**src/rtl/thermal_monitor.sv**
```systemverilog
module thermal_monitor #(
  parameter int NUM_CH        = 2,
  parameter int CODE_W        = 12,
  parameter bit DESCENDING    = 1'b0,
  parameter int PER_W         = 16,
  parameter int DEB_W         = 8,
  parameter int ALARM_CODE    = 3675,
  parameter int SHUT_CODE     = 3718,
  parameter int NORM_PERIOD   = 250,
  parameter int HOT_PERIOD    = 50,
  parameter int DEB_COUNT     = 4,
  parameter int SEL_W         = (NUM_CH > 1) ? $clog2(NUM_CH) : 1
) (
  input  logic              clk,
  input  logic              rst_n,
  input  logic [7:0]        reg_addr,
  input  logic [31:0]       reg_wdata,
  input  logic              reg_wr,
  input  logic              reg_rd,
  output logic [31:0]       reg_rdata,
  output logic              conv_req,
  output logic [SEL_W-1:0]  conv_sel,
  input  logic              conv_done,
  input  logic [CODE_W-1:0] conv_code,
  output logic              irq,
  output logic              shut_rst_req,
  output logic              shut_pin
);

  localparam logic [SEL_W-1:0] LAST_CH = SEL_W'(NUM_CH - 1);

  logic              auto_en, pol_high, busy;
  logic [SEL_W-1:0]  sel;
  logic [DEB_W-1:0]  alm_deb, sht_deb, alm_lim, sht_lim;
  logic [PER_W-1:0]  per_norm, per_hot, tick, cur_per;
  logic [PER_W:0]    tick_inc;
  logic              wrap;
  logic [NUM_CH-1:0] arm_v, ie_v, rp_v, rr_v, pend_v, hot_v, hp_v, hr_v;
  logic [NUM_CH-1:0][CODE_W-1:0] data_v, athr_v, sthr_v;
  logic [31:0]       rd_val;
  logic              unused_wbits;

  wire wr_auto = reg_wr && reg_addr == 8'h04;
  wire wr_ien  = reg_wr && reg_addr == 8'h08;
  wire wr_pend = reg_wr && reg_addr == 8'h0C;

  assign unused_wbits = ^reg_wdata[31:16];
  assign alm_lim  = (alm_deb == '0) ? DEB_W'(1) : alm_deb;
  assign sht_lim  = (sht_deb == '0) ? DEB_W'(1) : sht_deb;
  assign cur_per  = (|hot_v) ? per_hot : per_norm;
  assign tick_inc = {1'b0, tick} + 1'b1;
  assign wrap     = tick_inc >= {1'b0, cur_per};

  always_ff @(posedge clk or negedge rst_n) begin
    if (!rst_n) begin
      auto_en  <= 1'b0;
      pol_high <= 1'b0;
      alm_deb  <= DEB_W'(DEB_COUNT);
      sht_deb  <= DEB_W'(DEB_COUNT);
      per_norm <= PER_W'(NORM_PERIOD);
      per_hot  <= PER_W'(HOT_PERIOD);
    end else if (reg_wr) begin
      case (reg_addr)
        8'h04: begin auto_en <= reg_wdata[0]; pol_high <= reg_wdata[8]; end
        8'h60: alm_deb  <= reg_wdata[DEB_W-1:0];
        8'h64: sht_deb  <= reg_wdata[DEB_W-1:0];
        8'h68: per_norm <= reg_wdata[PER_W-1:0];
        8'h6C: per_hot  <= reg_wdata[PER_W-1:0];
        default: ;
      endcase
    end
  end

  always_ff @(posedge clk or negedge rst_n) begin
    if (!rst_n) begin
      tick <= '0;
      busy <= 1'b0;
      sel  <= '0;
    end else begin
      if (!auto_en || wrap) tick <= '0;
      else                  tick <= tick_inc[PER_W-1:0];
      if (!busy) begin
        if (auto_en && wrap) begin
          busy <= 1'b1;
          sel  <= '0;
        end
      end else if (conv_done) begin
        if (sel == LAST_CH) busy <= 1'b0;
        else                sel  <= sel + 1'b1;
      end
    end
  end

  for (genvar n = 0; n < NUM_CH; n++) begin : g_ch
    logic [CODE_W-1:0] data_r, athr_r, sthr_r;
    logic [DEB_W-1:0]  acnt, scnt, anext, snext;
    logic              arm_r, ie_r, rp_r, rr_r, pend_r, hot_r, hp_r, hr_r;
    logic              aover, sover, areach, sreach, afire, take;

    assign take   = busy && conv_done && sel == SEL_W'(n);
    assign aover  = DESCENDING ? (conv_code <= athr_r) : (conv_code >= athr_r);
    assign sover  = DESCENDING ? (conv_code <= sthr_r) : (conv_code >= sthr_r);
    assign anext  = !aover ? '0 : (acnt >= alm_lim) ? acnt : acnt + 1'b1;
    assign snext  = !sover ? '0 : (scnt >= sht_lim) ? scnt : scnt + 1'b1;
    assign areach = aover && anext >= alm_lim;
    assign sreach = sover && snext >= sht_lim;
    assign afire  = areach && acnt < alm_lim;

    always_ff @(posedge clk or negedge rst_n) begin
      if (!rst_n) begin
        data_r <= '0;
        athr_r <= CODE_W'(ALARM_CODE);
        sthr_r <= CODE_W'(SHUT_CODE);
        acnt   <= '0;
        scnt   <= '0;
        arm_r  <= 1'b0;
        ie_r   <= 1'b0;
        rp_r   <= 1'b0;
        rr_r   <= 1'b0;
        pend_r <= 1'b0;
        hot_r  <= 1'b0;
        hp_r   <= 1'b0;
        hr_r   <= 1'b0;
      end else begin
        if (reg_wr && reg_addr == 8'(8'h30 + 4 * n)) athr_r <= reg_wdata[CODE_W-1:0];
        if (reg_wr && reg_addr == 8'(8'h40 + 4 * n)) sthr_r <= reg_wdata[CODE_W-1:0];
        if (wr_auto) arm_r <= reg_wdata[4+n];
        if (wr_ien) begin
          ie_r <= reg_wdata[n];
          rp_r <= reg_wdata[4+n];
          rr_r <= reg_wdata[8+n] && !reg_wdata[4+n];
        end
        if (take) begin
          data_r <= conv_code;
          acnt   <= anext;
          scnt   <= snext;
          hot_r  <= areach;
        end
        if (take && afire)                pend_r <= 1'b1;
        else if (wr_pend && reg_wdata[n]) pend_r <= 1'b0;
        if (take && sreach && arm_r) begin
          hp_r <= hp_r | rp_r;
          hr_r <= hr_r | rr_r;
        end
      end
    end

    assign data_v[n] = data_r;
    assign athr_v[n] = athr_r;
    assign sthr_v[n] = sthr_r;
    assign arm_v[n]  = arm_r;
    assign ie_v[n]   = ie_r;
    assign rp_v[n]   = rp_r;
    assign rr_v[n]   = rr_r;
    assign pend_v[n] = pend_r;
    assign hot_v[n]  = hot_r;
    assign hp_v[n]   = hp_r;
    assign hr_v[n]   = hr_r;
  end

  always_comb begin
    rd_val = '0;
    case (reg_addr)
      8'h04: begin
        rd_val[0] = auto_en;
        rd_val[8] = pol_high;
        rd_val[4 +: NUM_CH] = arm_v;
      end
      8'h08: begin
        rd_val[0 +: NUM_CH] = ie_v;
        rd_val[4 +: NUM_CH] = rp_v;
        rd_val[8 +: NUM_CH] = rr_v;
      end
      8'h0C: rd_val[0 +: NUM_CH] = pend_v;
      8'h60: rd_val[DEB_W-1:0] = alm_deb;
      8'h64: rd_val[DEB_W-1:0] = sht_deb;
      8'h68: rd_val[PER_W-1:0] = per_norm;
      8'h6C: rd_val[PER_W-1:0] = per_hot;
      default: ;
    endcase
    for (int n = 0; n < NUM_CH; n++) begin
      if (reg_addr == 8'(8'h20 + 4 * n)) rd_val[CODE_W-1:0] = data_v[n];
      if (reg_addr == 8'(8'h30 + 4 * n)) rd_val[CODE_W-1:0] = athr_v[n];
      if (reg_addr == 8'(8'h40 + 4 * n)) rd_val[CODE_W-1:0] = sthr_v[n];
    end
  end

  always_ff @(posedge clk or negedge rst_n) begin
    if (!rst_n)      reg_rdata <= '0;
    else if (reg_rd) reg_rdata <= rd_val;
  end

  assign conv_req     = busy;
  assign conv_sel     = sel;
  assign irq          = |(pend_v & ie_v);
  assign shut_rst_req = |hr_v;
  assign shut_pin     = pol_high ? (|hp_v) : !(|hp_v);

endmodule

```
**config.mk**
```make
export PLATFORM = sky130hd
export DESIGN_NAME = thermal_monitor
export DESIGN_NICKNAME = d
export VERILOG_FILES = /design/src/rtl/thermal_monitor.sv
export SDC_FILE = /design/constraint.sdc
export NUM_CORES = 1
export LEC_CHECK = 0
export ABC_AREA = 1
export CORE_ASPECT_RATIO = 1.75
export CORE_MARGIN = 5
export CORE_UTILIZATION = 54
export CTS_CLUSTER_DIAMETER = 120
export CTS_CLUSTER_SIZE = 28
export DETAILED_ROUTE_END_ITERATION = 8
export GPL_ROUTABILITY_DRIVEN = 0
export PLACE_DENSITY = 0.77
export SLEW_MARGIN = 25
export SYNTH_ARGS = -nofsm -noshare
export SYNTH_HDL_FRONTEND = slang
export SYNTH_SLANG_ARGS = --single-unit
```
**constraint.sdc**
```tcl
create_clock -name clk -period 3.18 [get_ports clk]
set_clock_uncertainty 0.15 [all_clocks]
set_input_delay 0.636 -clock clk [delete_from_list [all_inputs] [get_ports clk]]
set_output_delay 0.636 -clock clk [all_outputs]
set_load 0.03 [all_outputs]
```
==> results.md <==
* CP startpoint: sht_deb[4]$_DFFE_PN0P_
* Initial antenna violation count at 0
* Global-route wire length before repair at 61400 um
* Die W at 130 um
* Hold crit path type: input pin to asynchronous set/reset pin
* Clock Path Buffers at 3
* CP Launch Type: flop
* Port Buffers at 61
* CP required at 3.39 ns
* Final slew viol count at 0
* CORE AREA at 24600 um2
* Max cap viols at 0
* Seq pwr share at 35.4%
* # diodes at 0
* Clk Latency, worst-skew pair at 0.47 ns
* Vias in the first global route at 12700
* RSZ-0062 raised after global routing: true
* End of the critical path: g_ch[0].hr_r$_DFFE_PN0P_
* Most common cell after layout, fill and taps aside: nand2_1
* Setup ws final at -0.161 ns
* F_max at 299 MHz
* Switching Fraction at 40.4%
* Htree depth at 1
* Crit Path Max Fanout at 7
* Pwr per Cell Area at 569 nW/um2
* Combinational fraction of design power at 47.9%
* Synth Cell Area at 13500 um2
* Outcome: finished, violations left
* VDD IR max at 404 uV
* Yosys warns at 0
* HPWL Detailed at 29600 um
* EDFF count, synth at 0
* Sequential-to-total area share from yosys stat at 38.1%
* Vias/cell at 5.61
* Worst R2R Path Depth at 19
* Worst setup EP type: flop
* Main synth FF type: dfrtp_1
* Total number of vias at 12800
* Routed wire length at 39500 um
* Remaining DRCs at 0
* Mapped Avg Cell Area at 7.48 um2
* FP Rows at 76
* Internal at 5.49 mW
* Non-filler cells, final at 2278
* #FFs+latches synth at 204
* Most frequent cells in the layout: nand2_1, inv_1, o21ai_0
* R2R Setup Slk at -0.16 ns
* Syn Inst Count at 1808
* CTS tree: built
* Layout area overhead at 19.6%
* Global Route Usage Sum at 27.1%
* CTS buffer count at 11
* Critical path type: flop to flop
* Finish-stage setup viols at 11
* Distinct cells, synth at 46
* Total gr overflow at 0
* Worst hold slack at 0.00714 ns
* Worst-margin pin slew at 0.669 ns
* Filler cells at 2026
* Nets at 2152
* Die area at 28400 um2
* Reg clk slew, reported paths at 0.11 ns
* Final hold violation count at 0
* Post-synthesis async set-or-reset flop share at 100%
* Sw power at 3.72 mW
* Largest net degree at the start of global routing at 71
* Die height at 219 um
* Leak at 7.83 nW
* Number of routed nets with antenna violations at 0
* Clock sink count at 204
* First DRT Iteration DRCs at 1090
* # hold bufs at CTS at 0
* Final Cycle Share at 105%
* Initial core utilization at 54.9%
* Failing checks: setup timing
* Max-slew headroom at 55.4%
* CTS Root Cell: clkbuf_16
* Placed insts at 2234
* WL/cell at 17.3 um
* FF-to-FF End: g_ch[0].hr_r$_DFFE_PN0P_
* Ports at 94
* TritonRoute pass-1 iters at 7
* Fraction of layout cells with a size suffix above 1 at 16.5%
* Clock Power Share at 16.7%
* Minimum clock period at 3.34 ns
* FF-to-FF Start: sht_deb[4]$_DFFE_PN0P_
* CP arrival at 3.55 ns
-- cells in the mapped netlist (all sizes together), types with 5 or more instances --
| cell | n | share of area [%] |
|---|---|---|
| nand2 | 484 | 14 |
| nand3 | 80 | 3.0 |
| xor2 | 24 | 1.6 |
| nor4 | 5 | 0.23 |
| dfstp | 39 | 7.6 |
| a211oi | 5 | 0.31 |
| xnor2 | 5 | 0.32 |
| inv | 274 | 7.6 |
| a21oi | 65 | 2.4 |
| ha | 133 | 12 |
| nor3 | 13 | 0.55 |
| mux2i | 8 | 0.59 |
| nor2 | 145 | 4.6 |
| nand4 | 40 | 2.0 |
| o21ai | 224 | 8.4 |
| dfrtp | 165 | 31 |
| nand3b | 9 | 0.50 |
| buf | 29 | 1.5 |
| clkbuf | 29 | 0.80 |
-- cell families (layout without fill, tap and decap cells) --
family,after synthesis,in the layout,synth area share [%]
other,1,16,0.0277
AOI/OAI and AO/OA,317,317,12.4
DFF,204,204,38.1
and+or+nand+nor,781,782,24.7
xor gates and xnor gates,29,29,1.88
adders and majority gates,133,133,12.3
buffers and inverters,335,477,9.97
muxes,8,8,0.592
-- stage by stage --
step	utilization (%)	setup TNS (ns)	setup WS [ns]	area [um2]	power (mW)
after global placement	61.1	-3.96	-0.610	15100	6.65
after detailed placement	61.1	-4.46	-0.684	15100	6.81
after CTS	63.4	-0.100	-0.0469	15600	8.68
after global routing	65.7	-4.11	-0.329	16200	9.86
final	65.7	-0.667	-0.161	16200	9.21
after floorplan	-	0	0.156	13600	5.56
-- power by group through the flow --
stage                     clock (mW)  sequential [mW]  combinational (mW)
after CTS                       1.57             3.25                3.85
final                           1.54             3.26                4.41
after global placement             0             3.29                3.37
after floorplan                    0             3.23                2.33
after global routing            1.65             3.30                4.91
after detailed placement           0             3.29                3.52
-- routing by layer --
metal | track usage [%] | share of wire [%]
met2 | 49.2 | 52
met1 | 30.9 | 37
met3 | 2.17 | 4.8
met5 | 0 | 0
met4 | 15.0 | 6.2
-- layout make-up --
class	count	area [um2]	share of cell area (%)
Sequential cell	204	5150	31.9
Timing Repair Buffer	183	1630	10.0
Inverter	277	1050	6.48
Clock buffer	16	294	1.82
Tap cell	312	390	2.41
Multi-Input combinational cell	1285	7640	47.2
Clock inverter	1	20.0	0.124
-- worst max-delay path, stage by stage (launching register included) --
cell	delay, ns
dfrtp_1	0.41
nor4_2	0.29
a41o_2	0.30
buf_6	0.13
ha_4	0.12
inv_2	0.03
a21oi_2	0.09
o21ai_1	0.07
nand2_1	0.11
nand3_4	0.14
o21ai_0	0.18
nand2_1	0.11
nor2_2	0.18
ha_1	0.28
a21oi_1	0.17
o21ai_1	0.09
nand2_1	0.06
o2111ai_1	0.11
nand3_1	0.13
o21ai_1	0.08
-- flip-flops by register name, summed over array words and instances, names as in the netlist, 8 cells and up --
register and cells:
g_ch.data_r 24, alm_deb 8, g_ch.athr_r 24, reg_rdata 16
g_ch.acnt 16, per_norm 16, sht_deb 8, g_ch.sthr_r 24
per_hot 16, g_ch.scnt 16, tick 16
-- what timing repair did --
item / 4_1_cts / 5_1_grt
setup endpoints to repair: 26 / 27
gates resized for setup: 52 / 112
buffers inserted: 13 / 13
pin swaps: 21 / 62
gates cloned: 0 / 2
endpoints found under the hold margin: 0 / 0
-- how the worst min path moves through the flow --
| stage | start | to | slack [ns] | cells after the start |
|---|---|---|---|---|
| 2_1_floorplan | rst_n | alm_deb[0]$_DFFE_PN0P_ | 0.19 | 0 |
| 4_1_cts | rst_n | g_ch[1].sthr_r[8]$_DFFE_PN0P_ | 0.03 | 1 |
| 6_report | rst_n | g_ch[0].sthr_r[8]$_DFFE_PN0P_ | 0.007 | 1 |
| 3_5_place_dp | g_ch[0].hr_r$_DFFE_PN0P_ | g_ch[0].hr_r$_DFFE_PN0P_ | 0.31 | 2 |
| 3_3_place_gp | g_ch[0].hr_r$_DFFE_PN0P_ | g_ch[0].hr_r$_DFFE_PN0P_ | 0.30 | 2 |
| 5_1_grt | rst_n | reg_rdata[10]$_DFFE_PN0P_ | 0.06 | 1 |
Power figures use the tool's default switching activity.
